[config.mk]
export PLATFORM = sky130hd
export DESIGN_NAME = pls_responder
export DESIGN_NICKNAME = d
export VERILOG_FILES = /design/src/rtl/pls_pkg.sv /design/src/rtl/pls_sync.sv /design/src/rtl/pls_rx.sv /design/src/rtl/pls_tx.sv /design/src/rtl/pls_responder.sv
export SDC_FILE = /design/constraint.sdc
export NUM_CORES = 1
export LEC_CHECK = 0
export ABC_AREA = 1
export BUFFER_PORTS_ARGS = -buffer_cell sky130_fd_sc_hd__buf_2
export CORE_AREA = 2 2 134 136
export CTS_CLUSTER_SIZE = 16
export DETAILED_ROUTE_END_ITERATION = 8
export DIE_AREA = 0 0 136 138
export PLACE_DENSITY_LB_ADDON = 0.05
export SETUP_SLACK_MARGIN = 0.3
export SLEW_MARGIN = 40
export SYNTH_ARGS = -nofsm -noshare
export SYNTH_HDL_FRONTEND = slang
export SYNTH_SLANG_ARGS = --single-unit
[constraint.sdc]
create_clock -name clk -period 1.5 [get_ports clk]
set_input_delay 0.3 -clock clk [delete_from_list [all_inputs] [get_ports clk]]
set_output_delay 0.3 -clock clk [all_outputs]
set_load 0.01 [all_outputs]
[src/rtl/pls_pkg.sv]
package pls_pkg;

    localparam int unsigned WORD_W    = 16;
    localparam int unsigned BIT_CNT_W = $clog2(WORD_W);
    localparam int unsigned LEN_LSB   = 8;
    localparam int unsigned LEN_W     = 4;

    typedef enum logic [2:0] {
        ST_RX    = 3'd0,
        ST_TURN  = 3'd1,
        ST_BUSY  = 3'd2,
        ST_READY = 3'd3,
        ST_TX    = 3'd4
    } link_state_e;

    typedef struct packed {
        logic rise;
        logic fall;
        logic level;
        logic data;
    } line_sample_t;

    // Total command words announced by the first word; zero means one.
    function automatic logic [LEN_W-1:0] first_word_len(input logic [WORD_W-1:0] w);
        logic [LEN_W-1:0] f;
        f = w[LEN_LSB +: LEN_W];
        return (f == '0) ? LEN_W'(1) : f;
    endfunction

endpackage

[src/rtl/pls_sync.sv]
module pls_sync
    import pls_pkg::*;
#(
    parameter int unsigned STAGES = 2
) (
    input  logic         clk,
    input  logic         rst,
    input  logic         sclk_raw,
    input  logic         sdata_raw,
    output line_sample_t smp
);

    logic [STAGES-1:0] ck_pipe;
    logic [STAGES-1:0] dt_pipe;
    logic              ck_prev;

    for (genvar g = 0; g < STAGES; g++) begin : g_stage
        if (g == 0) begin : g_first
            always_ff @(posedge clk) begin
                if (rst) begin
                    ck_pipe[g] <= 1'b0;
                    dt_pipe[g] <= 1'b0;
                end else begin
                    ck_pipe[g] <= sclk_raw;
                    dt_pipe[g] <= sdata_raw;
                end
            end
        end else begin : g_next
            always_ff @(posedge clk) begin
                if (rst) begin
                    ck_pipe[g] <= 1'b0;
                    dt_pipe[g] <= 1'b0;
                end else begin
                    ck_pipe[g] <= ck_pipe[g-1];
                    dt_pipe[g] <= dt_pipe[g-1];
                end
            end
        end
    end

    always_ff @(posedge clk) begin
        if (rst) ck_prev <= 1'b0;
        else     ck_prev <= ck_pipe[STAGES-1];
    end

    always_comb begin
        smp.level = ck_pipe[STAGES-1];
        smp.data  = dt_pipe[STAGES-1];
        smp.rise  = ck_pipe[STAGES-1] & ~ck_prev;
        smp.fall  = ~ck_pipe[STAGES-1] & ck_prev;
    end

    assert_edge_spacing_R2: assert property (@(posedge clk) disable iff (rst)
        smp.rise |=> !smp.rise);

endmodule

[src/rtl/pls_rx.sv]
module pls_rx
    import pls_pkg::*;
(
    input  logic              clk,
    input  logic              rst,
    input  logic              shift_en,
    input  logic              bit_in,
    output logic [WORD_W-1:0] word_q,
    output logic              done_q
);

    logic [WORD_W-1:0]    sh_q;
    logic [BIT_CNT_W-1:0] cnt_q;

    always_ff @(posedge clk) begin
        if (rst) begin
            sh_q   <= '0;
            cnt_q  <= '0;
            word_q <= '0;
            done_q <= 1'b0;
        end else begin
            done_q <= 1'b0;
            if (shift_en) begin
                sh_q <= {sh_q[WORD_W-2:0], bit_in};
                if (cnt_q == BIT_CNT_W'(WORD_W-1)) begin
                    word_q <= {sh_q[WORD_W-2:0], bit_in};
                    done_q <= 1'b1;
                    cnt_q  <= '0;
                end else begin
                    cnt_q <= cnt_q + 1'b1;
                end
            end
        end
    end

    assert_word_strobe_single_R2: assert property (@(posedge clk) disable iff (rst)
        done_q |=> !done_q);

endmodule

[src/rtl/pls_tx.sv]
module pls_tx
    import pls_pkg::*;
(
    input  logic              clk,
    input  logic              rst,
    input  logic              load,
    input  logic [WORD_W-1:0] load_word,
    input  logic              shift,
    input  logic              count,
    output logic              bit_out,
    output logic              last_bit
);

    logic [WORD_W-1:0]    sh_q;
    logic [BIT_CNT_W-1:0] cnt_q;

    always_ff @(posedge clk) begin
        if (rst) begin
            sh_q  <= '0;
            cnt_q <= '0;
        end else if (load) begin
            sh_q  <= load_word;
            cnt_q <= '0;
        end else begin
            if (shift) sh_q  <= {sh_q[WORD_W-2:0], 1'b0};
            if (count) cnt_q <= cnt_q + 1'b1;
        end
    end

    assign bit_out  = sh_q[WORD_W-1];
    assign last_bit = (cnt_q == BIT_CNT_W'(WORD_W-1));

    assert_load_shift_excl_R7: assert property (@(posedge clk) disable iff (rst)
        !(load && shift));

endmodule

[src/rtl/pls_responder.sv]
module pls_responder
    import pls_pkg::*;
#(
    parameter int unsigned SYNC_STAGES  = 2,
    parameter int unsigned READY_CYCLES = 3000,
    parameter int unsigned RSP_LEN_W    = 4
) (
    input  logic                 clk,
    input  logic                 rst,
    input  logic                 sclk_in,
    input  logic                 sdata_in,
    output logic                 sdata_out,
    output logic                 sdata_oe,
    output logic                 cmd_valid,
    output logic [WORD_W-1:0]    cmd_word,
    output logic                 cmd_last,
    input  logic                 proc_done,
    input  logic [RSP_LEN_W-1:0] rsp_len,
    input  logic [WORD_W-1:0]    rsp_data,
    output logic                 rsp_take
);

    localparam int unsigned RDY_W = (READY_CYCLES > 1) ? $clog2(READY_CYCLES) : 1;

    line_sample_t         smp;
    link_state_e          state_q;
    logic                 first_q;
    logic [LEN_W-1:0]     cmd_left_q;
    logic [RSP_LEN_W-1:0] rsp_left_q;
    logic [RDY_W-1:0]     rdy_cnt_q;
    logic                 reload_q;

    logic                 sclk_fall;
    logic                 rx_shift;
    logic [WORD_W-1:0]    rx_word;
    logic                 rx_done;
    logic [LEN_W-1:0]     cmd_total;
    logic                 is_last;
    logic                 tx_shift;
    logic                 tx_count;
    logic                 tx_bit;
    logic                 tx_last_bit;

    pls_sync #(.STAGES(SYNC_STAGES)) u_sync (
        .clk       (clk),
        .rst       (rst),
        .sclk_raw  (sclk_in),
        .sdata_raw (sdata_in),
        .smp       (smp)
    );

    pls_rx u_rx (
        .clk      (clk),
        .rst      (rst),
        .shift_en (rx_shift),
        .bit_in   (smp.data),
        .word_q   (rx_word),
        .done_q   (rx_done)
    );

    pls_tx u_tx (
        .clk       (clk),
        .rst       (rst),
        .load      (rsp_take),
        .load_word (rsp_data),
        .shift     (tx_shift),
        .count     (tx_count),
        .bit_out   (tx_bit),
        .last_bit  (tx_last_bit)
    );

    always_comb begin
        sclk_fall = smp.fall;
        rx_shift  = smp.rise && (state_q == ST_RX);
        cmd_total = first_word_len(rx_word);
        is_last   = first_q ? (cmd_total == LEN_W'(1)) : (cmd_left_q == LEN_W'(1));
        cmd_valid = rx_done;
        cmd_word  = rx_word;
        cmd_last  = rx_done && is_last;
        rsp_take  = ((state_q == ST_READY) && (rdy_cnt_q == '0)) ||
                    ((state_q == ST_TX) && reload_q && smp.fall);
        tx_shift  = (state_q == ST_TX) && smp.fall && !reload_q;
        tx_count  = (state_q == ST_TX) && smp.rise;
        sdata_oe  = (state_q == ST_BUSY) || (state_q == ST_READY) || (state_q == ST_TX);
        sdata_out = (state_q == ST_BUSY) || ((state_q == ST_TX) && tx_bit);
    end

    always_ff @(posedge clk) begin
        if (rst) begin
            state_q    <= ST_RX;
            first_q    <= 1'b1;
            cmd_left_q <= '0;
            rsp_left_q <= '0;
            rdy_cnt_q  <= '0;
            reload_q   <= 1'b0;
        end else begin
            unique case (state_q)
                ST_RX: begin
                    if (rx_done) begin
                        if (is_last) begin
                            state_q <= ST_TURN;
                            first_q <= 1'b1;
                        end else begin
                            cmd_left_q <= first_q ? cmd_total - 1'b1 : cmd_left_q - 1'b1;
                            first_q    <= 1'b0;
                        end
                    end
                end
                ST_TURN: begin
                    if (smp.fall) state_q <= ST_BUSY;
                end
                ST_BUSY: begin
                    if (proc_done) begin
                        state_q    <= ST_READY;
                        rdy_cnt_q  <= RDY_W'(READY_CYCLES - 1);
                        rsp_left_q <= (rsp_len == '0) ? RSP_LEN_W'(1) : rsp_len;
                    end
                end
                ST_READY: begin
                    if (rdy_cnt_q == '0) begin
                        state_q  <= ST_TX;
                        reload_q <= 1'b0;
                    end else begin
                        rdy_cnt_q <= rdy_cnt_q - 1'b1;
                    end
                end
                ST_TX: begin
                    if (rsp_take) reload_q <= 1'b0;
                    if (tx_count && tx_last_bit) begin
                        if (rsp_left_q == RSP_LEN_W'(1)) begin
                            state_q <= ST_RX;
                        end else begin
                            reload_q   <= 1'b1;
                            rsp_left_q <= rsp_left_q - 1'b1;
                        end
                    end
                end
                default: state_q <= ST_RX;
            endcase
        end
    end

    assert_cmd_only_in_rx_R5: assert property (@(posedge clk) disable iff (rst)
        cmd_valid |-> (state_q == ST_RX));

    assert_busy_until_done_R4: assert property (@(posedge clk) disable iff (rst)
        (state_q == ST_BUSY && !proc_done) |=> (state_q == ST_BUSY && sdata_oe && sdata_out));

    assert_ready_low_R6: assert property (@(posedge clk) disable iff (rst)
        ($past(state_q) == ST_READY && state_q == ST_READY) |-> (sdata_oe && !sdata_out));

    assert_tx_hold_R8: assert property (@(posedge clk) disable iff (rst)
        (state_q == ST_TX && $past(state_q) == ST_TX && !$past(sclk_fall)) |-> $stable(sdata_out));

    assert_release_after_last_R9: assert property (@(posedge clk) disable iff (rst)
        (state_q == ST_RX && $past(state_q) == ST_TX) |-> (!sdata_oe && $past(smp.rise)));

endmodule

# Word-level counts from Yosys, hierarchy flattened
# Index checks and enable logic that the tools add are counted.
dict set report totals {
  ff_bits 86
  inputBits 25
  output_inout_bits 21
  elab_cells 108
}
dict set report op_classes {
  n_addsub 6
  n_eq_ne 18
  muxes 29
  bitwise_logic 6
  reduce_logical 32
}
# cell n
set op_table {}
lappend op_table {{$mux W16} 2}
lappend op_table {{$mux W4} 7}
lappend op_table {{$mux W12} 2}
lappend op_table {{$pmux W12 S2} 1}
lappend op_table {{$mux W3} 7}
lappend op_table {{$pmux W3 S5} 1}
lappend op_table {{$eq A4 B1 Y1 const B} 3}
lappend op_table {{$logic_not A12 Y1} 1}
lappend op_table {{$ne A2 B2 Y1 const B} 6}
lappend op_table {{$sub A12 B1 Y12 const B} 1}
lappend op_table {{$sub A4 B1 Y4 const B} 3}
lappend op_table {{$logic_and A1 B1 Y1} 10}
lappend op_table {{$add A4 B1 Y4 const B} 2}
lappend op_table {{$eq A4 B4 Y1 const B} 2}
lappend op_table {{$logic_not A4 Y1} 2}
lappend op_table {{$pmux W4 S2} 1}
lappend op_table {{$reduce_bool A2 Y1} 4}
lappend op_table {{$mux W1} 7}
lappend op_table {{$reduce_and A7 Y1} 1}
lappend op_table {{$eq A3 B2 Y1 const B} 2}
lappend op_table {{$ne A2 B1 Y1 const B} 3}
lappend op_table {{$reduce_and A2 Y1} 3}
lappend op_table {{$reduce_and A3 Y1} 2}
lappend op_table {{$logic_or A1 B1 Y1} 4}
lappend op_table {{other kinds (9)} 14}

# Depth between registers and ports, before layout
# Gate-level depths: netlist of run 1.
dict set report depth {
  word_depth 8
  mapped_depth 14
  depth_no_buf 14
}

# Cells and area by module
# From an unflattened synthesis of run 1, not the netlist that was laid out.
dict set report hier_totals {
  cells_unflattened 588
  hier_area_um2 4195.3
}
# mod instances cells_per_inst area_per_inst_um2 seq_area_each_um2
set by_module_without_submodules {}
lappend by_module_without_submodules {pls_responder 1 257 1712.9 500.5}
lappend by_module_without_submodules {pls_rx 1 166 1347.5 720.7}
lappend by_module_without_submodules {pls_tx 1 145 970.9 400.4}
lappend by_module_without_submodules {pls_sync 1 20 163.9 100.1}

# Least setup slack after synthesis of run 1
# Ideal clock, no wire load.
dict set report synth_path {
  path_type {register to register}
  startpoint {register u_rx.word_q[10]}
  endpoint {register cmd_left_q[3]}
  setup_time_ns 0.071
  t_arrival_ns 1.603
  path_slack_ns -0.174
  stages_incl_launch_ff 14
  n_path_buf 0
  cell_sequence {dfxtp_1 > nor2_1 > a21oi_1 > inv_1 > ha_1 > nand2_1 > inv_1 > nand2_1 > nand2_1 > nor2_1 > inv_2 > a21oi_1 > o21ai_0 > a21oi_1}
}
dict set report synth_between {
  elab_chain_len 6
  word_cells_on_any_way 8
  cone_classes {add/sub: 1; eq/ne: 1; mux: 3; bitwise: 1; reduce/logical: 2}
}
# item line_no
set synth_rtl {}
lappend synth_rtl {{start: declaration} pls_rx.sv:8} ;# output logic [WORD_W-1:0] word_q,
lappend synth_rtl {{start signal: assignment} pls_rx.sv:26} ;# word_q <= {sh_q[WORD_W-2:0], bit_in};
lappend synth_rtl {{$logic_not A4 Y1} pls_pkg.sv:27} ;# return (f == '0) ? LEN_W'(1) : f;
lappend synth_rtl {{$mux W4 (*)} pls_pkg.sv:27}
lappend synth_rtl {{branches (longest 4 deep; another with $sub A4 B1 Y4)} --}
lappend synth_rtl {{end signal: assignment} pls_responder.sv:104} ;# cmd_left_q <= first_q ? cmd_total - 1'b1 : cmd_left_q - 1'b1;
lappend synth_rtl {{end: declaration} pls_responder.sv:28} ;# logic [LEN_W-1:0] cmd_left_q;
# Every way passes the cells marked *.
# A chain may end at the register's enable or synchronous reset.

# Final worst setup path of run 1
dict set report layout_path {
  startpoint {register u_rx.word_q[11]}
  endpoint {output port cmd_last}
}
dict set report layout_between {
  elab_chain_len 5
}
# item line_no
set layout_rtl {}
lappend layout_rtl {{$logic_not A4 Y1} pls_pkg.sv:27}
lappend layout_rtl {{$mux W4 (*)} pls_pkg.sv:27}
lappend layout_rtl {{$eq A4 B1 Y1 (*)} pls_responder.sv:76} ;# is_last = first_q ? (cmd_total == LEN_W'(1)) : (cmd_left_q == LEN_W'(1));
lappend layout_rtl {{$mux W1 (*)} pls_responder.sv:76}
lappend layout_rtl {{$logic_and A1 B1 Y1 (*)} pls_responder.sv:79} ;# cmd_last = rx_done && is_last;
lappend layout_rtl {{end: declaration} pls_responder.sv:16} ;# output logic cmd_last,
# Every way passes the cells marked *; elsewhere a longest branch is shown, timed or not.

==> results_dict.tcl, run 1 <==
set metrics [dict create \
    outcome "finished with violations" \
    violations "setup timing" \
    drt_iter0_drc 121 \
    io_buffers 45 \
    grt-ovfl-total 0 \
    pre_cts_ws_ns -0.105 \
    netlist_area_um2 4060 \
    grt.total_usage_pct 13.4 \
    worst_skew_pair.late_latency_ns 0.35 \
    maxCapViolations 0 \
    cp_max_fo 2 \
    setup_viol 55 \
    syn_avg_cell_area_um2 6.95 \
    cpPeakStageDelay_ns 0.36 \
    rr_endpoint "cmd_left_q[2]" \
    fin_skew_ns 0.00821 \
    seqPwrFrac_pct 27.1 \
    drc 0 \
    leakage_nw 3.08 \
    total_power_mw 10.3 \
    p_int_mw 6.33 \
    cts_buffer_depth 2 \
    rr_startpoint "u_rx.word_q[11]" \
    yosysSeqAreaShare_pct 42.4 \
    drive_above_1_share_pct 53.3 \
    synth_fa_ha_area_share_pct 2.77 \
    clkSinkCount 86 \
    antenna_found_initial 0 \
    cts_tree "built" \
    arrival_ns 1.52 \
    synth_top_family_by_area "simple AND/OR/NAND/NOR gates" \
    maxSlewHeadroom_pct 67.3 \
    p_sw_mw 4.01 \
    numCtsBuffers 9 \
    hold_depth 3 \
    dp_hpwl_mm 7.83 \
    cts_max_level 3 \
    period_minus_slack_ns 1.82 \
    synth_xor_area_share_pct 2.37 \
    p_comb_share_pct 50.7 \
    clkTransAtPathRegs_ns 0.07 \
    crit_path_end_kind "output port" \
    synth_nets 618 \
    coreArea_um2 17500 \
    tightest_slew_ns 0.487 \
    cp.required_ns 1.20 \
    p_clk_share_pct 22.2 \
    cp_slowest_cell "dfxtp_4" \
    ant_nets 0 \
    synth_cell_types 33 \
    rows 49 \
    holdCritStartpoint "sdata_in" \
    critPathLaunchType "flip-flop" \
    dieArea_um2 18800 \
    root_buffer "clkbuf_16" \
    crit_chain "nor2_4 -> a21oi_2 -> inv_1 -> ha_2 -> nand2_2 -> inv_2 -> nand2_2 -> a21oi_2 -> buf_2" \
    place_congestion 0.749 \
    firstDrtPassIters 4 \
    yosys_register_bits 86 \
    stdcell_count 959 \
    dp_cells 888 \
    drt-total-wl_mm 12.4 \
    critical_path_class "reg -> out" \
    diodes 0 \
    rsz0062_at_grt "true" \
    viasPerCell 4.31 \
    peakVddDrop_uv 679 \
    worstRegToRegCells 12 \
    fmax_mhz 549 \
    worstHoldPathType "in -> reg" \
    fin_ws_ns -0.322 \
    netlist_instances 584 \
    syn_to_final_growth_pct 73.3 \
    period_share_pct 121 \
    yosys.area_share.simple_pct 28.4 \
    finalMaxSlewViolations 0 \
    nets 759 \
    whs_endpoint "u_sync.dt_pipe[0]" \
    die_h_um 138 \
    grt_max_degree 34 \
    muxShareOfSynthArea_pct 0 \
    ios 46 \
    hold_violations 0 \
    grt_pass1_wl_mm 20.0 \
    grt_pass1_vias 4099 \
    power.density_nw_per_um2 1470 \
    vias 4130 \
    start_util_pct 23.2 \
    die_x_um 136 \
    synth_compound_area_share_pct 12.8 \
    rrSetupSlack_ns -0.23 \
    swShare_pct 38.8 \
    n_fill_cell 1850 \
    wl_per_cell_um 12.9 \
    final_util_pct 40.1 \
    yosys_warnings 0 \
]
[power groups by stage]
stage | combinational (mW) | sequential, mW | clock [mW]
2_1_floorplan | 2.08 | 2.75 | 0
3_3_place_gp | 3.14 | 2.77 | 0
3_5_place_dp | 3.14 | 2.77 | 0
4_1_cts | 4.52 | 2.77 | 2.40
5_1_grt | 5.71 | 2.84 | 2.50
6_report | 5.24 | 2.81 | 2.30
[how the worst max path moves through the flow]
stage / from / end / slack (ns) / depth (start not counted)
global route: u_rx.word_q[11] / cmd_last / -0.47 / 9
finish: u_rx.word_q[11] / cmd_last / -0.32 / 9
CTS: u_rx.word_q[10] / cmd_last / -0.33 / 9
global placement: u_rx.word_q[11] / state_q[2] / -0.08 / 14
floorplan: u_rx.word_q[10] / cmd_left_q[3] / -0.004 / 13
detailed placement: u_rx.word_q[11] / state_q[1] / -0.11 / 14
[synth_stat cells]
master | count | area share (%)
nand2_1 | 126 | 12
dfxtp_1 | 86 | 42
inv_1 | 82 | 7.6
nor2_1 | 69 | 6.4
o21ai_0 | 50 | 6.2
nand3_1 | 46 | 5.7
a21oi_1 | 31 | 3.8
o21ai_1 | 12 | 1.5
ha_1 | 9 | 2.8
buf_2 | 7 | 0.86
clkbuf_1 | 7 | 0.65
inv_2 | 7 | 0.65
xor2_1 | 6 | 1.3
nand2_2 | 5 | 0.77
xnor2_1 | 5 | 1.1
a31oi_1 | 4 | 0.62
nand4_1 | 4 | 0.62
nor3_1 | 4 | 0.49
buf_6 | 3 | 0.83
nor2_2 | 3 | 0.46
buf_1 | 2 | 0.18
buf_4 | 2 | 0.37
nand2_4 | 2 | 0.55
nand3_2 | 2 | 0.49
nor2_4 | 2 | 0.55
a211oi_1 | 1 | 0.18
a21boi_1 | 1 | 0.18
and3_1 | 1 | 0.15
inv_4 | 1 | 0.15
nand3b_1 | 1 | 0.18
nor3_4 | 1 | 0.40
o22ai_1 | 1 | 0.15
o31ai_1 | 1 | 0.18
[critical path, delay by kind of cell (launching register included)]
kind                     cells  cell delay [ns]
flip-flops                   1             0.36
buffers and inverters        3             0.25
AND/OR/NAND/NOR              3             0.23
AO/OA/AOI/OAI                2             0.18
adder cells (fa/ha/maj)      1             0.16
[cells by family after synthesis]
| logic type | Yosys count |
|---|---|
| simple gates | 266 |
| buf+inv | 111 |
| compound gates | 101 |
| fa+ha+maj | 9 |
| xor+xnor | 11 |
| flops | 86 |
[metal layers]
metal | global-route usage, % | part of all wire (%) | vias to the layer above | wire (um)
met4 | 4.44 | 1.3 | 0 | 155
met1 | 17.5 | 46 | 1954 | 5720
met5 | 0 | 0 | - | 0
met3 | 3.01 | 2.2 | 10 | 269
met2 | 21.7 | 50 | 33 | 6210
li1 | - | - | 2133 | -
[cells in the final DEF, fill, tap and decap left out, types with 6 or more instances in the layout]
cell,count
inv_1,67
buf_2,38
buf_12,10
clkbuf_16,10
inv_4,8
nand2_1,78
nand2_4,23
inv_2,10
o21ai_1,15
nand2_2,26
nand2_8,7
nor2_2,9
dfxtp_2,9
xor2_1,6
a21oi_1,7
o21ai_2,35
nand3_1,14
a21oi_2,23
dfxtp_1,72
nor2_1,48
buf_4,45
o21ai_0,10
nor2_4,17
nand3_2,30
buf_6,48
[repair_timing]
item / CTS / global route
cloned: 7 / 0
gates resized for setup: 215 / 105
pin swaps: 84 / 72
setup endpoints to repair: 90 / 90
hold buffers: 0 / 0
buffers inserted: 34 / 14
[cell type report]
type / instances / area, um2 / share of cell area (%)
Clock buffer: 11 / 254 / 3.61
Clock inverter: 5 / 45.0 / 0.640
Inverter: 90 / 397 / 5.64
Multi-Input combinational cell: 388 / 2850 / 40.5
Sequential cell: 86 / 1750 / 24.9
Tap cell: 229 / 287 / 4.07
Timing Repair Buffer: 149 / 1440 / 20.5
Timing Repair inverter: 1 / 16.3 / 0.231
[flip-flops by register name (all words and copies together), names as in the netlist, 2 cells and up]
signal and flops:
u_tx.sh_q 16, u_rx.word_q 16, u_sync.smp 2, u_rx.sh_q 15
u_rx.cnt_q 4, u_tx.cnt_q 4, state_q 3, rsp_left_q 4
cmd_left_q 4, rdy_cnt_q 12
[through the flow]
stage	cell area, um2	TNS, ns	hold slack, ns
after floorplan	4300	-0.00439	0.388
after global placement	5100	-0.701	0.394
after detailed placement	5100	-0.707	0.399
after CTS	6550	-4.19	0.140
after global routing	7040	-10.42	0.170
final	7040	-4.88	0.156
No activity file was read; power rests on OpenSTA's default activity.
==> run 2, diff against run 1 <==
--- a/config.mk
+++ b/config.mk
@@ -12,6 +12,7 @@
 export DETAILED_ROUTE_END_ITERATION = 8
 export DIE_AREA = 0 0 136 138
 export PLACE_DENSITY_LB_ADDON = 0.05
+export REMOVE_ABC_BUFFERS = 1
 export SETUP_SLACK_MARGIN = 0.3
 export SLEW_MARGIN = 40
 export SYNTH_ARGS = -nofsm -noshare
==> results_dict.tcl, run 2 (synthesis results as in run 1) <==
set metrics [dict create \
    die_x_um 136 \
    antenna_found_initial 0 \
    worstPathBufferInverterCount 4 \
    power.density_nw_per_um2 1450 \
    tightest_slew_ns 0.409 \
    top_regs "u_rx.word_q (16), u_tx.sh_q (16), u_rx.sh_q (15)" \
    finalMaxSlewViolations 0 \
    violations "setup timing" \
    crit_chain "nor2_4 -> a21oi_2 -> inv_1 -> ha_1 -> nand2_1 -> inv_1 -> nand2_2 -> buf_4 -> a21oi_2 -> buf_2" \
    drt_iter0_drc 126 \
    root_buffer "clkbuf_16" \
    hold_violations 0 \
    outcome "finished with violations" \
    layout_commonest_cell "nand2_1" \
    multi_input_area_um2 2820 \
    ios 46 \
    wl_per_cell_um 12.8 \
    drive_above_1_share_pct 53.9 \
    numCtsBuffers 9 \
    dp_hpwl_mm 7.70 \
    leakage_nw 3.14 \
    cp.required_ns 1.20 \
    seq_area_um2 1750 \
    syn_to_final_growth_pct 77.7 \
    vias 4207 \
    start_util_pct 23.2 \
    cpPeakStageDelay_ns 0.34 \
    cp_max_fo 2 \
    drc 0 \
    drt-total-wl_mm 12.6 \
    dieArea_um2 18800 \
    period_minus_slack_ns 1.92 \
    rsz0062_at_grt "true" \
    critPathLaunchType "flip-flop" \
    grt.total_usage_pct 14.1 \
    viasPerCell 4.29 \
    setup_viol 59 \
    grt_max_degree 34 \
    place_congestion 0.795 \
    clkTransAtPathRegs_ns 0.07 \
    n_fill_cell 1851 \
    crit_path_end_kind "output port" \
    coreArea_um2 17500 \
    postCtsHoldBufs 0 \
    period_share_pct 128 \
    cts_buffer_depth 2 \
    fmax_mhz 520 \
    fin_skew_ns 0.00556 \
    total_power_mw 10.5 \
    cp_slowest_cell "dfxtp_2" \
    path_delay_family "buffers and inverters" \
    stdcell_count 981 \
    maxSlewHeadroom_pct 72.5 \
    cts_max_level 3 \
    dp_cells 901 \
    io_buffers 45 \
    grt-ovfl-total 0 \
    worstHoldPathType "in -> reg" \
    mostFrequentLayoutCells "87 x nand2_1, 71 x dfxtp_1, 68 x inv_1, 67 x buf_4" \
    fin_ws_ns -0.421 \
    arrival_ns 1.62 \
    clkSinkCount 86 \
    firstDrtPassIters 4 \
    rows 49 \
    cts_tree "built" \
    critical_path_class "reg -> out" \
    grt_pass1_vias 4238 \
    maxCapViolations 0 \
    nets 781 \
    die_h_um 138 \
    grt_pass1_wl_mm 21.0 \
    diodes 0 \
    worst_skew_pair.late_latency_ns 0.35 \
    peakVddDrop_uv 615 \
    ant_nets 0 \
    pre_cts_ws_ns -0.166 \
]
## run 2: changes by cell type in the layout (fill, tap and decap cells not counted), moves of 5 or more
cell,delta
nand2_4,-8
buf_4,+22
o21ai_0,-7
nand3_4,+5
nand3_2,-7
a21oi_2,-7
a21oi_1,+7
o21ai_2,+9
nand2_1,+9
## run 2: tightest hold or removal path, stage by stage
cell and delay (ns):
buf_2 0.07, inv_1 0.03, nor2_1 0.07
## run 2: final timing paths
path              slack (ns)              start  depth (start not counted)                 to
setup / recovery       -0.42    u_rx.word_q[11]                         10           cmd_last
hold / removal          0.16            sclk_in                          3  u_sync.ck_pipe[0]
setup reg to reg       -0.23       rdy_cnt_q[1]                         14       rdy_cnt_q[6]
hold reg to reg         0.42  u_sync.dt_pipe[0]                          2      u_sync.smp[0]
## run 2: report_power, final
part / internal [mW] / switching (mW) / total (mW)
registers: 2.57 / 0.244 / 2.81
logic: 2.71 / 2.73 / 5.44
clock network: 1.18 / 1.04 / 2.22
## run 2: what timing repair did
| action | in CTS | in global routing |
|---|---|---|
| hold endpoints to repair | 0 | 0 |
| setup endpoints to repair | 90 | 89 |
| cloned | 9 | 0 |
| resized for setup | 286 | 101 |
| buffers inserted | 41 | 14 |
| pin swaps | 70 | 57 |
## run 2: layout make-up
| cell class | count | share of cell area [%] |
|---|---|---|
| Multi-Input combinational cell | 387 | 39.0 |
| Inverter | 90 | 5.50 |
| Timing Repair Buffer | 171 | 23.0 |
| Tap cell | 229 | 3.97 |
| Clock inverter | 6 | 0.624 |
| Clock buffer | 10 | 3.31 |
| Timing Repair inverter | 2 | 0.329 |
| Sequential cell | 86 | 24.2 |
## run 2: metrics by stage
stage	utilization [%]	hold WS (ns)	TNS (ns)	instance area (um2)
after floorplan	-	0.369	-11.22	3940
after global placement	28.4	0.417	-3.07	4980
after detailed placement	28.4	0.411	-2.52	4980
after CTS	38.4	0.154	-7.07	6730
after global routing	41.2	0.176	-14.80	7220
final	41.2	0.161	-8.35	7220
## run 2: per-layer routing
| metal | up-vias | GRT usage, % | wire (um) |
|---|---|---|---|
| li1 | 2191 | - | - |
| met1 | 1963 | 18.2 | 5910 |
| met2 | 40 | 23.4 | 6210 |
| met3 | 13 | 1.98 | 225 |
| met4 | 0 | 5.59 | 231 |
| met5 | - | 0 | 0 |
==> run 3, diff against run 2 <==
--- a/config.mk
+++ b/config.mk
@@ -8,13 +8,14 @@
 export ABC_AREA = 1
 export BUFFER_PORTS_ARGS = -buffer_cell sky130_fd_sc_hd__buf_2
 export CORE_AREA = 2 2 134 136
+export CTS_BUF_LIST = sky130_fd_sc_hd__clkbuf_8
 export CTS_CLUSTER_SIZE = 16
 export DETAILED_ROUTE_END_ITERATION = 8
 export DIE_AREA = 0 0 136 138
 export PLACE_DENSITY_LB_ADDON = 0.05
 export REMOVE_ABC_BUFFERS = 1
 export SETUP_SLACK_MARGIN = 0.3
-export SLEW_MARGIN = 40
+export SLEW_MARGIN = 0
 export SYNTH_ARGS = -nofsm -noshare
 export SYNTH_HDL_FRONTEND = slang
 export SYNTH_SLANG_ARGS = --single-unit
==> constraint.sdc (replaced) <==
create_clock -name clk -period 1.8 [get_ports clk]
set_input_delay 0.36 -clock clk [delete_from_list [all_inputs] [get_ports clk]]
set_output_delay 0.36 -clock clk [all_outputs]
set_load 0.01 [all_outputs]
==> results_dict.tcl, run 3 (synthesis results as in run 1) <==
set metrics [dict create \
    outcome "finished with violations" \
    violations "setup timing" \
    wl_per_cell_um 13.1 \
    root_buffer "clkbuf_8" \
    fmax_mhz 519 \
    vias 4039 \
    die_x_um 136 \
    grt_max_degree 27 \
    cp_max_fo 2 \
    crit_path_end_kind "output port" \
    mostFrequentLayoutCells "82 x nand2_1, 71 x dfxtp_1, 70 x inv_1, 45 x nor2_1, 42 x buf_2" \
    die_h_um 138 \
    coreArea_um2 17500 \
    peakVddDrop_uv 378 \
    grt_pass1_wl_mm 19.5 \
    setup_viol 1 \
    drc 0 \
    fin_skew_ns 0.0125 \
    cts_tree "built" \
    leakage_nw 2.80 \
    tightest_slew_ns 0.410 \
    grt_pass1_vias 3949 \
    grt.total_usage_pct 13.0 \
    critical_path_class "reg -> out" \
    maxSlewHeadroom_pct 72.7 \
    pre_cts_ws_ns 0.0793 \
    stdcell_count 934 \
    power.density_nw_per_um2 1170 \
    maxCapViolations 0 \
    cts_max_level 3 \
    numCtsBuffers 9 \
    firstDrtPassIters 4 \
    viasPerCell 4.32 \
    drt_iter0_drc 124 \
    final_util_pct 36.9 \
    worst_skew_pair.late_latency_ns 0.38 \
    nets 734 \
    worstHoldPathType "in -> reg" \
    syn_to_final_growth_pct 59.3 \
    clkTransAtPathRegs_ns 0.10 \
    clkSinkCount 86 \
    layout_commonest_cell "nand2_1" \
    antenna_found_initial 0 \
    arrival_ns 1.57 \
    ios 46 \
    hold_violations 0 \
    rows 49 \
    cp.required_ns 1.44 \
    place_congestion 0.765 \
    start_util_pct 23.2 \
    dp_cells 861 \
    diodes 0 \
    cts_buffer_depth 2 \
    top_regs "u_rx.word_q (16), u_tx.sh_q (16), u_rx.sh_q (15)" \
    finalMaxSlewViolations 0 \
    period_share_pct 107 \
    rsz0062_at_grt "true" \
    total_power_mw 7.55 \
    drt-total-wl_mm 12.2 \
    fin_ws_ns -0.128 \
    io_buffers 45 \
    ant_nets 0 \
    postCtsHoldBufs 0 \
    period_minus_slack_ns 1.93 \
    critPathLaunchType "flip-flop" \
    dieArea_um2 18800 \
    drive_above_1_share_pct 47.2 \
    grt-ovfl-total 0 \
    dp_hpwl_mm 7.58 \
]
## run 3: area by class of cell
cell class	instances	area [um2]
Clock inverter	6	93.8
Timing Repair inverter	1	7.51
Tap cell	229	287
Multi-Input combinational cell	387	2670
Fill cell	1892	11100
Sequential cell	86	1750
Clock buffer	10	138
Inverter	90	397
Timing Repair Buffer	125	1130
## run 3: power by group
part,internal (mW),switching [mW],leakage (nW)
clock network,0.830,0.781,0.113
logic,1.68,1.89,1.99
registers,2.14,0.231,0.705
total,4.65,2.90,2.80
## run 3: per-layer routing
layer	part of all wire [%]	GRT usage [%]	wire length [um]
met2	48	21.0	5920
met5	0	0	0
met3	1.9	1.98	228
met1	48	17.4	5900
met4	1.6	5.26	192
## run 3: path summary, 6_finish.rpt
kind | start | to | slack, ns | cells past startpoint
max | u_rx.word_q[11] | cmd_last | -0.13 | 9
min reg2reg | u_sync.dt_pipe[0] | u_sync.smp[0] | 0.42 | 2
min | sclk_in | u_sync.ck_pipe[0] | 0.18 | 3
max reg2reg | u_rx.word_q[9] | cmd_left_q[1] | 0.02 | 14
## run 3: stage by stage
stage / setup TNS (ns) / hold slack [ns] / area (um2)
after global placement: 0 / 0.405 / 4660
after global routing: -1.24 / 0.195 / 6470
after detailed placement: 0 / 0.407 / 4660
after floorplan: -0.757 / 0.388 / 3940
after CTS: -0.168 / 0.163 / 5700
final: -0.128 / 0.181 / 6470
## run 3: repair_timing
action | in CTS | in global routing
hold endpoints to repair | 0 | 0
setup endpoints to repair | 57 | 78
pin swaps | 32 | 60
gates resized for setup | 148 | 163
buffers inserted | 33 | 15
gates cloned | 6 | 3
## run 3: worst max-delay path, cell delays in order, from the launching register on
cell	delay (ns)
dfxtp_2	0.35
nor2_4	0.12
a21oi_2	0.06
inv_1	0.06
ha_1	0.13
nand2_1	0.05
inv_1	0.08
nand2_2	0.05
a21oi_2	0.14
buf_2	0.15
